--- config.mk ---
export PLATFORM = sky130hd
export DESIGN_NAME = isync_gen
export DESIGN_NICKNAME = d
export VERILOG_FILES = /design/src/rtl/isg_pkg.sv /design/src/rtl/isg_rst_sync.sv /design/src/rtl/isg_counters.sv /design/src/rtl/isg_decode.sv /design/src/rtl/isync_gen.sv
export SDC_FILE = /design/constraint.sdc
export NUM_CORES = 1
export LEC_CHECK = 0
export BUFFER_PORTS_ARGS = -buffer_cell sky130_fd_sc_hd__buf_2
export CORE_MARGIN = 10
export CORE_UTILIZATION = 61
export DETAILED_ROUTE_END_ITERATION = 8
export GPL_ROUTABILITY_DRIVEN = 0
export GPL_TIMING_DRIVEN = 0
export PLACE_DENSITY = 0.95
export SLEW_MARGIN = 25
export SYNTH_ARGS = -nofsm -noshare
export SYNTH_HDL_FRONTEND = slang
export SYNTH_SLANG_ARGS = --single-unit
--- constraint.sdc ---
create_clock -name clk -period 2.2 [get_ports clk]
set_input_delay 0.55 -clock clk [delete_from_list [all_inputs] [get_ports clk]]
set_output_delay 0.55 -clock clk [all_outputs]
set_load 0.01 [all_outputs]
--- src/rtl/isg_pkg.sv ---
package isg_pkg;
  localparam int unsigned HW_DEF  = 9;
  localparam int unsigned VW_DEF  = 11;
  localparam int unsigned HSW_DEF = 6;
  localparam int unsigned VSW_DEF = 4;
  localparam int unsigned BSW_DEF = 7;
  localparam int unsigned BWW_DEF = 6;

  typedef struct packed {
    logic hs;
    logic vs;
    logic hb;
    logic vb;
    logic disp;
    logic bord;
    logic bu;
  } isg_flags_t;
endpackage

--- src/rtl/isg_rst_sync.sv ---
module isg_rst_sync (
  input  logic clk,
  input  logic rst_n,
  output logic rst_sync
);
  logic s1_q, s2_q;

  always_ff @(posedge clk or negedge rst_n) begin
    if (!rst_n) begin
      s1_q <= 1'b0;
      s2_q <= 1'b0;
    end else begin
      s1_q <= 1'b1;
      s2_q <= s1_q;
    end
  end

  assign rst_sync = s2_q;
endmodule

--- src/rtl/isg_counters.sv ---
module isg_counters #(
  parameter int unsigned HW = 9,
  parameter int unsigned VW = 11
) (
  input  logic          clk,
  input  logic          rst_sync,
  input  logic [HW-1:0] cfg_htotal,
  input  logic [VW-1:0] cfg_vtotal,
  output logic [HW:0]   hcnt,
  output logic [VW-1:0] vhalf,
  output logic          fld
);
  localparam int unsigned HCW = HW + 1;

  logic [HCW-1:0] hcnt_d;
  logic [VW-1:0]  vhalf_d;
  logic           fld_d;
  logic           h_last, h_step, v_last;

  always_comb begin
    h_last  = (hcnt >= ({cfg_htotal, 1'b0} - HCW'(1)));
    h_step  = h_last || (hcnt == ({1'b0, cfg_htotal} - HCW'(1)));
    v_last  = (vhalf >= (cfg_vtotal - VW'(1)));
    hcnt_d  = h_last ? '0 : hcnt + HCW'(1);
    vhalf_d = vhalf;
    fld_d   = fld;
    if (h_step) begin
      if (v_last) begin
        vhalf_d = '0;
        fld_d   = fld ^ cfg_vtotal[0];
      end else begin
        vhalf_d = vhalf + VW'(1);
      end
    end
  end

  always_ff @(posedge clk or negedge rst_sync) begin
    if (!rst_sync) begin
      hcnt  <= '0;
      vhalf <= '0;
      fld   <= 1'b0;
    end else begin
      hcnt  <= hcnt_d;
      vhalf <= vhalf_d;
      fld   <= fld_d;
    end
  end
endmodule

--- src/rtl/isg_decode.sv ---
module isg_decode
  import isg_pkg::*;
#(
  parameter int unsigned HW  = 9,
  parameter int unsigned VW  = 11,
  parameter int unsigned HSW = 6,
  parameter int unsigned VSW = 4,
  parameter int unsigned BSW = 7,
  parameter int unsigned BWW = 6
) (
  input  logic [HW:0]    hcnt,
  input  logic [VW-1:0]  vhalf,
  input  logic [HW-1:0]  cfg_htotal,
  input  logic [VSW-1:0] cfg_vsync2,
  input  logic [HSW-1:0] cfg_hsync_half,
  input  logic [HW-1:0]  cfg_hbstart,
  input  logic [HW-1:0]  cfg_hbend,
  input  logic [HW:0]    cfg_hdstart,
  input  logic [HW:0]    cfg_hdend,
  input  logic [VW-1:0]  cfg_vbend,
  input  logic [VW-1:0]  cfg_vdstart,
  input  logic [VW-1:0]  cfg_vdend,
  input  logic [BSW-1:0] cfg_burst_start,
  input  logic [BWW-1:0] cfg_burst_width,
  output isg_flags_t     flags
);
  localparam int unsigned EW = HW + 3;

  logic [EW-1:0] hc, mid, hb_at, bu_at;
  logic          hwin, vwin, act;

  always_comb begin
    hc    = EW'(hcnt);
    mid   = EW'(cfg_htotal);
    hb_at = mid + EW'(cfg_hbstart);
    bu_at = hb_at + EW'(cfg_burst_start);
    hwin  = (hc >= EW'(cfg_hdstart)) && (hc < mid + EW'(cfg_hdend));
    vwin  = (vhalf >= cfg_vdstart) && (vhalf < cfg_vdend);

    flags.hs   = hc < EW'({cfg_hsync_half, 1'b0});
    flags.vs   = vhalf < VW'(cfg_vsync2);
    flags.hb   = (hc >= hb_at) || (hc < EW'(cfg_hbend));
    flags.vb   = vhalf < cfg_vbend;
    act        = !flags.hb && !flags.vb;
    flags.disp = act && hwin && vwin;
    flags.bord = act && !(hwin && vwin);
    flags.bu   = (hc >= bu_at) && (hc < bu_at + EW'(cfg_burst_width));
  end
endmodule

--- src/rtl/isync_gen.sv ---
module isync_gen
  import isg_pkg::*;
#(
  parameter int unsigned HW  = HW_DEF,
  parameter int unsigned VW  = VW_DEF,
  parameter int unsigned HSW = HSW_DEF,
  parameter int unsigned VSW = VSW_DEF,
  parameter int unsigned BSW = BSW_DEF,
  parameter int unsigned BWW = BWW_DEF
) (
  input  logic           clk,
  input  logic           rst_n,
  input  logic [HW-1:0]  cfg_htotal,
  input  logic [VW-1:0]  cfg_vtotal,
  input  logic [VSW-1:0] cfg_vsync2,
  input  logic [HSW-1:0] cfg_hsync_half,
  input  logic [HW-1:0]  cfg_hbstart,
  input  logic [HW-1:0]  cfg_hbend,
  input  logic [HW:0]    cfg_hdstart,
  input  logic [HW:0]    cfg_hdend,
  input  logic [VW-1:0]  cfg_vbend,
  input  logic [VW-1:0]  cfg_vdstart,
  input  logic [VW-1:0]  cfg_vdend,
  input  logic [BSW-1:0] cfg_burst_start,
  input  logic [BWW-1:0] cfg_burst_width,
  input  logic           cfg_sync_en,
  input  logic [1:0]     cfg_ni_field,
  output logic           hsync,
  output logic           vsync,
  output logic           csync,
  output logic           hblank,
  output logic           vblank,
  output logic           disp_active,
  output logic           border,
  output logic           burst,
  output logic           vsync_state,
  output logic [1:0]     field,
  output logic [VW-2:0]  line_num
);
  localparam int unsigned LW = VW - 1;

  logic          rst_sync;
  logic [HW:0]   hcnt;
  logic [VW-1:0] vhalf;
  logic          fld;
  isg_flags_t    flags;

  logic          hs_d, vs_d, cs_d, hb_d, vb_d, bu_d;
  logic [1:0]    field_d;

  isg_rst_sync u_rst (.clk(clk), .rst_n(rst_n), .rst_sync(rst_sync));

  isg_counters #(.HW(HW), .VW(VW)) u_cnt (
    .clk(clk), .rst_sync(rst_sync),
    .cfg_htotal(cfg_htotal), .cfg_vtotal(cfg_vtotal),
    .hcnt(hcnt), .vhalf(vhalf), .fld(fld)
  );

  isg_decode #(.HW(HW), .VW(VW), .HSW(HSW), .VSW(VSW), .BSW(BSW), .BWW(BWW)) u_dec (
    .hcnt(hcnt), .vhalf(vhalf), .cfg_htotal(cfg_htotal),
    .cfg_vsync2(cfg_vsync2), .cfg_hsync_half(cfg_hsync_half),
    .cfg_hbstart(cfg_hbstart), .cfg_hbend(cfg_hbend),
    .cfg_hdstart(cfg_hdstart), .cfg_hdend(cfg_hdend),
    .cfg_vbend(cfg_vbend), .cfg_vdstart(cfg_vdstart), .cfg_vdend(cfg_vdend),
    .cfg_burst_start(cfg_burst_start), .cfg_burst_width(cfg_burst_width),
    .flags(flags)
  );

  always_comb begin
    hs_d    = cfg_sync_en && flags.hs;
    vs_d    = cfg_sync_en && flags.vs;
    cs_d    = cfg_sync_en && (flags.hs || flags.vs);
    hb_d    = cfg_sync_en && flags.hb;
    vb_d    = cfg_sync_en && flags.vb;
    bu_d    = cfg_sync_en && flags.bu;
    field_d = cfg_vtotal[0] ? {1'b0, fld} : cfg_ni_field;
  end

  always_ff @(posedge clk or negedge rst_sync) begin
    if (!rst_sync) begin
      hsync       <= 1'b0;
      vsync       <= 1'b0;
      csync       <= 1'b0;
      hblank      <= 1'b0;
      vblank      <= 1'b0;
      disp_active <= 1'b0;
      border      <= 1'b0;
      burst       <= 1'b0;
      vsync_state <= 1'b0;
      field       <= 2'b00;
      line_num    <= '0;
    end else begin
      hsync       <= hs_d;
      vsync       <= vs_d;
      csync       <= cs_d;
      hblank      <= hb_d;
      vblank      <= vb_d;
      disp_active <= flags.disp;
      border      <= flags.bord;
      burst       <= bu_d;
      vsync_state <= flags.vs;
      field       <= field_d;
      line_num    <= vhalf[VW-1:1];
    end
  end

  initial begin
    if (LW != $bits(line_num)) $display("isync_gen: line width mismatch");
  end
endmodule

==> results.md, run 1 <==
- Share of the yosys chip area belonging to registers: 18.3%
- Share of layout cells above drive strength 1: 33.5%
- Peak supply drop: 614 uV
- Leak pwr: 0.00421 uW
- Remaining antenna violation count: 0
- Commonest non-fill, non-tap cell in the layout: ha_1
- Max-Slew Margin vs Limit: 55.7%
- Total grt overflow: 0
- Worst-path fanout max: 4
- Initial Util: 62.7%
- Number of global-route vias before repair: 6,635
- Non-filler instance count after layout: 1,013
- Antenna violations before repair: 0
- Primary FF master, synth: dfrtp_1
- Most frequent CP cell: o21ai_1
- Launching element type of the critical path: input pin
- Die ar.: 14,500 um^2
- Worst hold-check path type: in2async
- Vias per cell: 6.20
- N_diodes: 0
- Mapped Cells: 701
- CTS max path bufs: 2
- Met2 Use GR: 46.2%
- Later-pin clock latency in the skew report: 0.30 ns
- Slew @ Worst Pin: 0.664 ns
- FFs w/ async S/R, synth: 100%
- Setup WS pre-CTS: -2.31 ns
- Num CTS Buffers: 5
- Gr busiest metal: met2
- #FFs+latches synth: 45
- Clk sink count: 45
- Crit path max-delay cell type: fa_2
- Worst EP arrival: 4.36 ns
- Tmin final: 4.15 ns
- Die height: 120 um
- Mapped Avg Cell Area: 8.78 um^2
- Area of the core: 9820 um^2
- CP required: 2.41 ns
- Cell depth of the worst setup path: 20
- Global-route usage over all layers: 25.8%
- Routing usage on met1: 29.5%
- RSZ-0062 raised after global routing: yes
- Top cell type's share of synthesized area: 30.5%
- Final worst slack: -1.95 ns
- P per Cell Area: 847 nW/um^2
- First-pass GRT wire length: 31,200 um
- Worst Path Buf+Inv: 2
- CP Class: in2reg
- Filler cell count: 577
- Inst Count DP: 974
- Max stage delay on crit path: 0.44 ns
- P&R area growth vs syn: 31.5%
- Post-DR wirelength/cell: 19.7 um
- Worst Reg-to-Reg Cells: 11
- Fmax: 0.241 GHz
- Clock Tree Root: clkbuf_8
- Total number of yosys warnings: 0
- Buffers on Ports: 139
- Failing checks: negative setup slack
- Crit end category: flip-flop
- Area leader, netlist: ha_1
- DRT Pass-1 Iters: 5
- Die Wd: 120 um
- Nets: 1,152
- Num ports: 140
- Netlist cell types: 63
- Status: finished with violations
- Final setup fails: 26
- Post-Syn Area: 6160 um^2
- Final Hold Vio Count: 0
- Largest net degree at the start of global routing: 32
- Clk_skew: 0.00774 ns
- Sequential cell area: 1130 um^2
- Num rows: 36
- Final wirelength: 20,000 um
- Iteration-0 DRC Markers: 483
- Cts hold-fix bufs: 0
- CTS tree: yes
- Tcrit/Tclk final: 189%
- Met3 Use GR: 4.70%
- Commonest cells after routing, fill and taps aside: ha_1 (135), buf_2 (132), inv_1 (86)
- Syn_nets: 974
- Clk slew on worst S/H paths: 0.08 ns
- Area occupied by multi-input gates: 5190 um^2
- Max cap viols: 0
- Routed vias: 6,282
- Post-synth EDFFs: 0
- Final Slew Violations: 0
- CP top delay family: compound AO/OA/AOI/OAI gates
- Detailed placement HPWL: 13,600 um
- Cell Chain, Critical Path: buf_8, ha_4, inv_4, fa_2, nor2b_4, o21ai_1, a21oi_2, ha_4, a41oi_2, o21ai_2, xor2_2, ha_1, nor2b_1, o21ai_1, xnor2_1, ha_2, a211o_1, a31oi_1, o21ai_1, a221oi_2
- Top post-synthesis cells by area: ha_1 (30%), dfrtp_1 (18%), inv_1 (5.7%)
- DRC violation count after routing: 0
- CTS H-tree depth: 2
final timing paths:
check | start | slack [ns] | endpoint
max | cfg_hbstart[0] | -1.95 | burst
min in group clk | u_rst.s1_q | 0.37 | u_rst.rst_sync
min | rst_n | 0.02 | u_rst.rst_sync
max in group asynchronous | u_rst.rst_sync | 1.56 | u_cnt.hcnt[2]
min reg2reg | u_rst.rst_sync | 0.15 | line_num[7]
max reg2reg | u_cnt.hcnt[0] | -0.63 | disp_active
power by group:
| group | switching (uW) | internal (uW) |
|---|---|---|
| clock | 290 | 284 |
| combinational | 2390 | 2290 |
| sequential | 558 | 1040 |
synth_stat cells, drive strengths merged (6+ instances only):
| library cell | instances |
|---|---|
| nand2 | 19 |
| a21oi | 41 |
| dfrtp | 45 |
| nor3 | 12 |
| xor2 | 24 |
| nand3 | 12 |
| o21a | 15 |
| nor4 | 10 |
| nor2b | 12 |
| inv | 93 |
| nor2 | 29 |
| nand2b | 26 |
| o21ai | 48 |
| or3 | 6 |
| a211oi | 12 |
| o2bb2ai | 9 |
| and3 | 11 |
| xnor2 | 34 |
| a21o | 24 |
| o211ai | 6 |
| ha | 150 |
layout make-up:
cell class / instances / area share, %
Clock inverter: 1 / 0.0618
Clock buffer: 7 / 1.19
Tap cell: 133 / 2.06
Sequential cell: 45 / 14.0
Inverter: 93 / 4.59
Multi-Input combinational cell: 558 / 64.2
Timing Repair Buffer: 172 / 13.4
Buffer: 4 / 0.541
cells by family after synthesis:
| group | share of synthesized area [%] |
|---|---|
| other cells | 0.0609 |
| fa+ha+maj | 31.9 |
| buf+inv | 6.22 |
| compound gates | 20.0 |
| flops | 18.3 |
| simple gates | 13.7 |
| mux | 0.549 |
| xor+xnor | 9.29 |
registers in the layout (all words and copies together), names as in the netlist:
| signal | count |
|---|---|
| disp_active | 1 |
| u_rst.rst_sync | 1 |
| border | 1 |
| vsync | 1 |
| u_rst.s1_q | 1 |
| vblank | 1 |
| line_num | 10 |
| field | 2 |
| u_cnt.vhalf | 11 |
| u_cnt.hcnt | 10 |
| vsync_state | 1 |
| u_cnt.fld | 1 |
| burst | 1 |
| hsync | 1 |
| hblank | 1 |
| csync | 1 |
timing repair:
item | in CTS | in global routing
endpoints found under the hold margin | 0 | 0
resized for setup | 67 | 40
pin swaps | 41 | 25
endpoints found under the setup margin | 27 | 27
gates cloned | 2 | 1
setup buffers | 26 | 12
metal layers:
metal | up-vias | share of wire [%]
met2 | 332 | 50
met4 | 0 | 3.8
met5 | - | 0
met1 | 2990 | 39
met3 | 81 | 6.9
li1 | 2879 | -
worst register-to-register path, cell delays in order, from the launching register on:
cell	delay (ns)
dfrtp_1	0.36
clkbuf_1	0.45
inv_1	0.25
ha_1	0.38
nand2b_1	0.19
a21oi_1	0.16
nor2b_1	0.06
o21ai_0	0.21
a21oi_1	0.14
o31ai_2	0.23
nand4_1	0.19
nor2b_1	0.15
through the flow:
step                TNS (ns)  power, uW  cell area, um^2  util (%)  hold WS [ns]
floorplan             -14.66       4250             6460         -         0.254
global placement      -23.72       5130             7330      74.6         0.335
detailed placement    -25.52       5350             7350      74.8         0.168
CTS                   -14.09       6320             7930      80.8        0.0169
global route          -19.94       7370             8090      82.4        0.0245
finish                -18.22       6850             8090      82.4        0.0216
Power figures use the tool's default switching activity.
==> run 2, diff against run 1 <==
- HOLD_SLACK_MARGIN: default -> 0.15
==> results.md, run 2 (synthesis gave the netlist of run 1 again) <==
- Peak supply drop: 615 uV
- Post-DR wirelength/cell: 19.7 um
- DRT Pass-1 Iters: 7
- Critical Path Source: cfg_htotal[0]
- Launching element type of the critical path: input pin
- DRC violation count after routing: 0
- Worst-path fanout max: 4
- Status: finished with violations
- Num ports: 140
- Clk_skew: 0.00817 ns
- N_diodes: 0
- Total chip power: 6850 uW
- Number of global-route vias before repair: 6,638
- Worst EP arrival: 4.37 ns
- Design area: 8100 um^2
- Tcrit/Tclk final: 189%
- Global-route usage over all layers: 25.8%
- Fmax: 0.240 GHz
- Final Hold Vio Count: 0
- Final worst slack: -1.97 ns
- First-pass GRT wire length: 31,200 um
- Buffers on Ports: 139
- Regs by FF count: u_cnt.vhalf (11), line_num (10), u_cnt.hcnt (10)
- RR Startpoint: u_cnt.hcnt[0]
- Vias per cell: 6.12
- Crit end category: flip-flop
- Max cap viols: 0
- Tmin final: 4.17 ns
- Max-Slew Margin vs Limit: 55.4%
- CTS H-tree depth: 2
- Worst Reg-to-Reg Cells: 11
- Later-pin clock latency in the skew report: 0.30 ns
- Leak pwr: 0.00421 uW
- Clk sink count: 45
- CTS max path bufs: 2
- Setup WS pre-CTS: -2.31 ns
- Top reg by flops: u_cnt.vhalf
- Clk slew on worst S/H paths: 0.09 ns
- P&R area growth vs syn: 31.6%
- Reg2Reg Setup Slack: -0.64 ns
- Final wirelength: 19,900 um
- Inst Count DP: 974
- Commonest non-fill, non-tap cell in the layout: ha_1
- Reg2reg end: disp_active
- Die ar.: 14,500 um^2
- Initial Util: 62.7%
- Filler cell count: 574
- Worst hold-check path type: reg2async
- Die Wd: 120 um
- P per Cell Area: 845 nW/um^2
- Antenna violations before repair: 0
- CP Class: in2reg
- Nets: 1,153
- Num CTS Buffers: 5
- Placed Area: 7350 um^2
- CP required: 2.41 ns
- Share of layout cells above drive strength 1: 33.5%
- Largest net degree at the start of global routing: 32
- Failing checks: negative setup slack
- Routed vias: 6,204
- Clock Tree Root: clkbuf_8
- Total grt overflow: 0
- Num rows: 36
- RSZ-0062 raised after global routing: yes
- Detailed placement HPWL: 13,600 um
- Area of the core: 9820 um^2
- Iteration-0 DRC Markers: 462
- Non-filler instance count after layout: 1,014
- Commonest cells after routing, fill and taps aside: ha_1 (135), buf_2 (132), inv_1 (86)
- Final setup fails: 26
- Final Slew Violations: 0
- Remaining antenna violation count: 0
- Largest register FFs: 11
- CTS tree: yes
- Slew @ Worst Pin: 0.669 ns
- Die height: 120 um
-- run 2: layout make-up --
class,instances,area (um^2),area share [%]
Multi-Input combinational cell,558,5190,64.1
Sequential cell,45,1130,13.9
Timing Repair Buffer,173,1100,13.5
Inverter,93,372,4.59
Tap cell,133,166,2.05
Clock buffer,7,96.3,1.19
Buffer,4,43.8,0.540
Clock inverter,1,5.00,0.0618
-- run 2: how the worst max path moves through the flow --
stage	end	slack (ns)	depth (start not counted)
after floorplan	burst	-1.67	18
after global placement	burst	-2.21	19
after detailed placement	burst	-2.31	19
after CTS	burst	-1.69	19
after global routing	burst	-2.14	21
final	burst	-1.97	20
-- run 2: report_power, final --
| part | internal [uW] | total, uW | switching (uW) |
|---|---|---|---|
| Clock | 284 | 573 | 289 |
| Sequential | 1040 | 1600 | 555 |
| Combinational | 2290 | 4680 | 2390 |
-- run 2: critical path: stages --
cell      delay (ns)
buf_12          0.08
ha_4            0.13
inv_4           0.04
fa_2            0.44
nor2b_4         0.18
o21ai_1         0.09
a21oi_2         0.20
ha_4            0.24
a41oi_2         0.22
o21ai_2         0.12
xor2_2          0.21
ha_1            0.37
nor2b_1         0.21
o21ai_1         0.13
xnor2_1         0.18
ha_2            0.20
a211o_1         0.26
a31oi_1         0.18
o21ai_1         0.13
a221oi_2        0.23
-- run 2: per-layer routing --
metal  GRT usage (%)  part of all wire [%]
met1            29.5                    40
met2            46.2                    50
met4            10.3                   3.8
met3            4.75                   6.4
met5               0                     0
-- run 2: per-stage QoR --
step	TNS (ns)	utilization, %	hold slack [ns]
finish	-18.05	82.5	0.153
global route	-19.99	82.5	0.183
CTS	-14.09	80.9	0.173
detailed placement	-25.52	74.8	0.168
global placement	-23.72	74.6	0.335
floorplan	-14.66	-	0.254
-- run 2: timing repair --
| item | CTS | global route |
|---|---|---|
| endpoints found under the setup margin | 27 | 27 |
| gates cloned | 2 | 1 |
| pin swaps | 41 | 25 |
| endpoints found under the hold margin | 2 | 0 |
| buffers inserted | 26 | 12 |
| resized for setup | 67 | 40 |
| hold buffers | 1 | 0 |
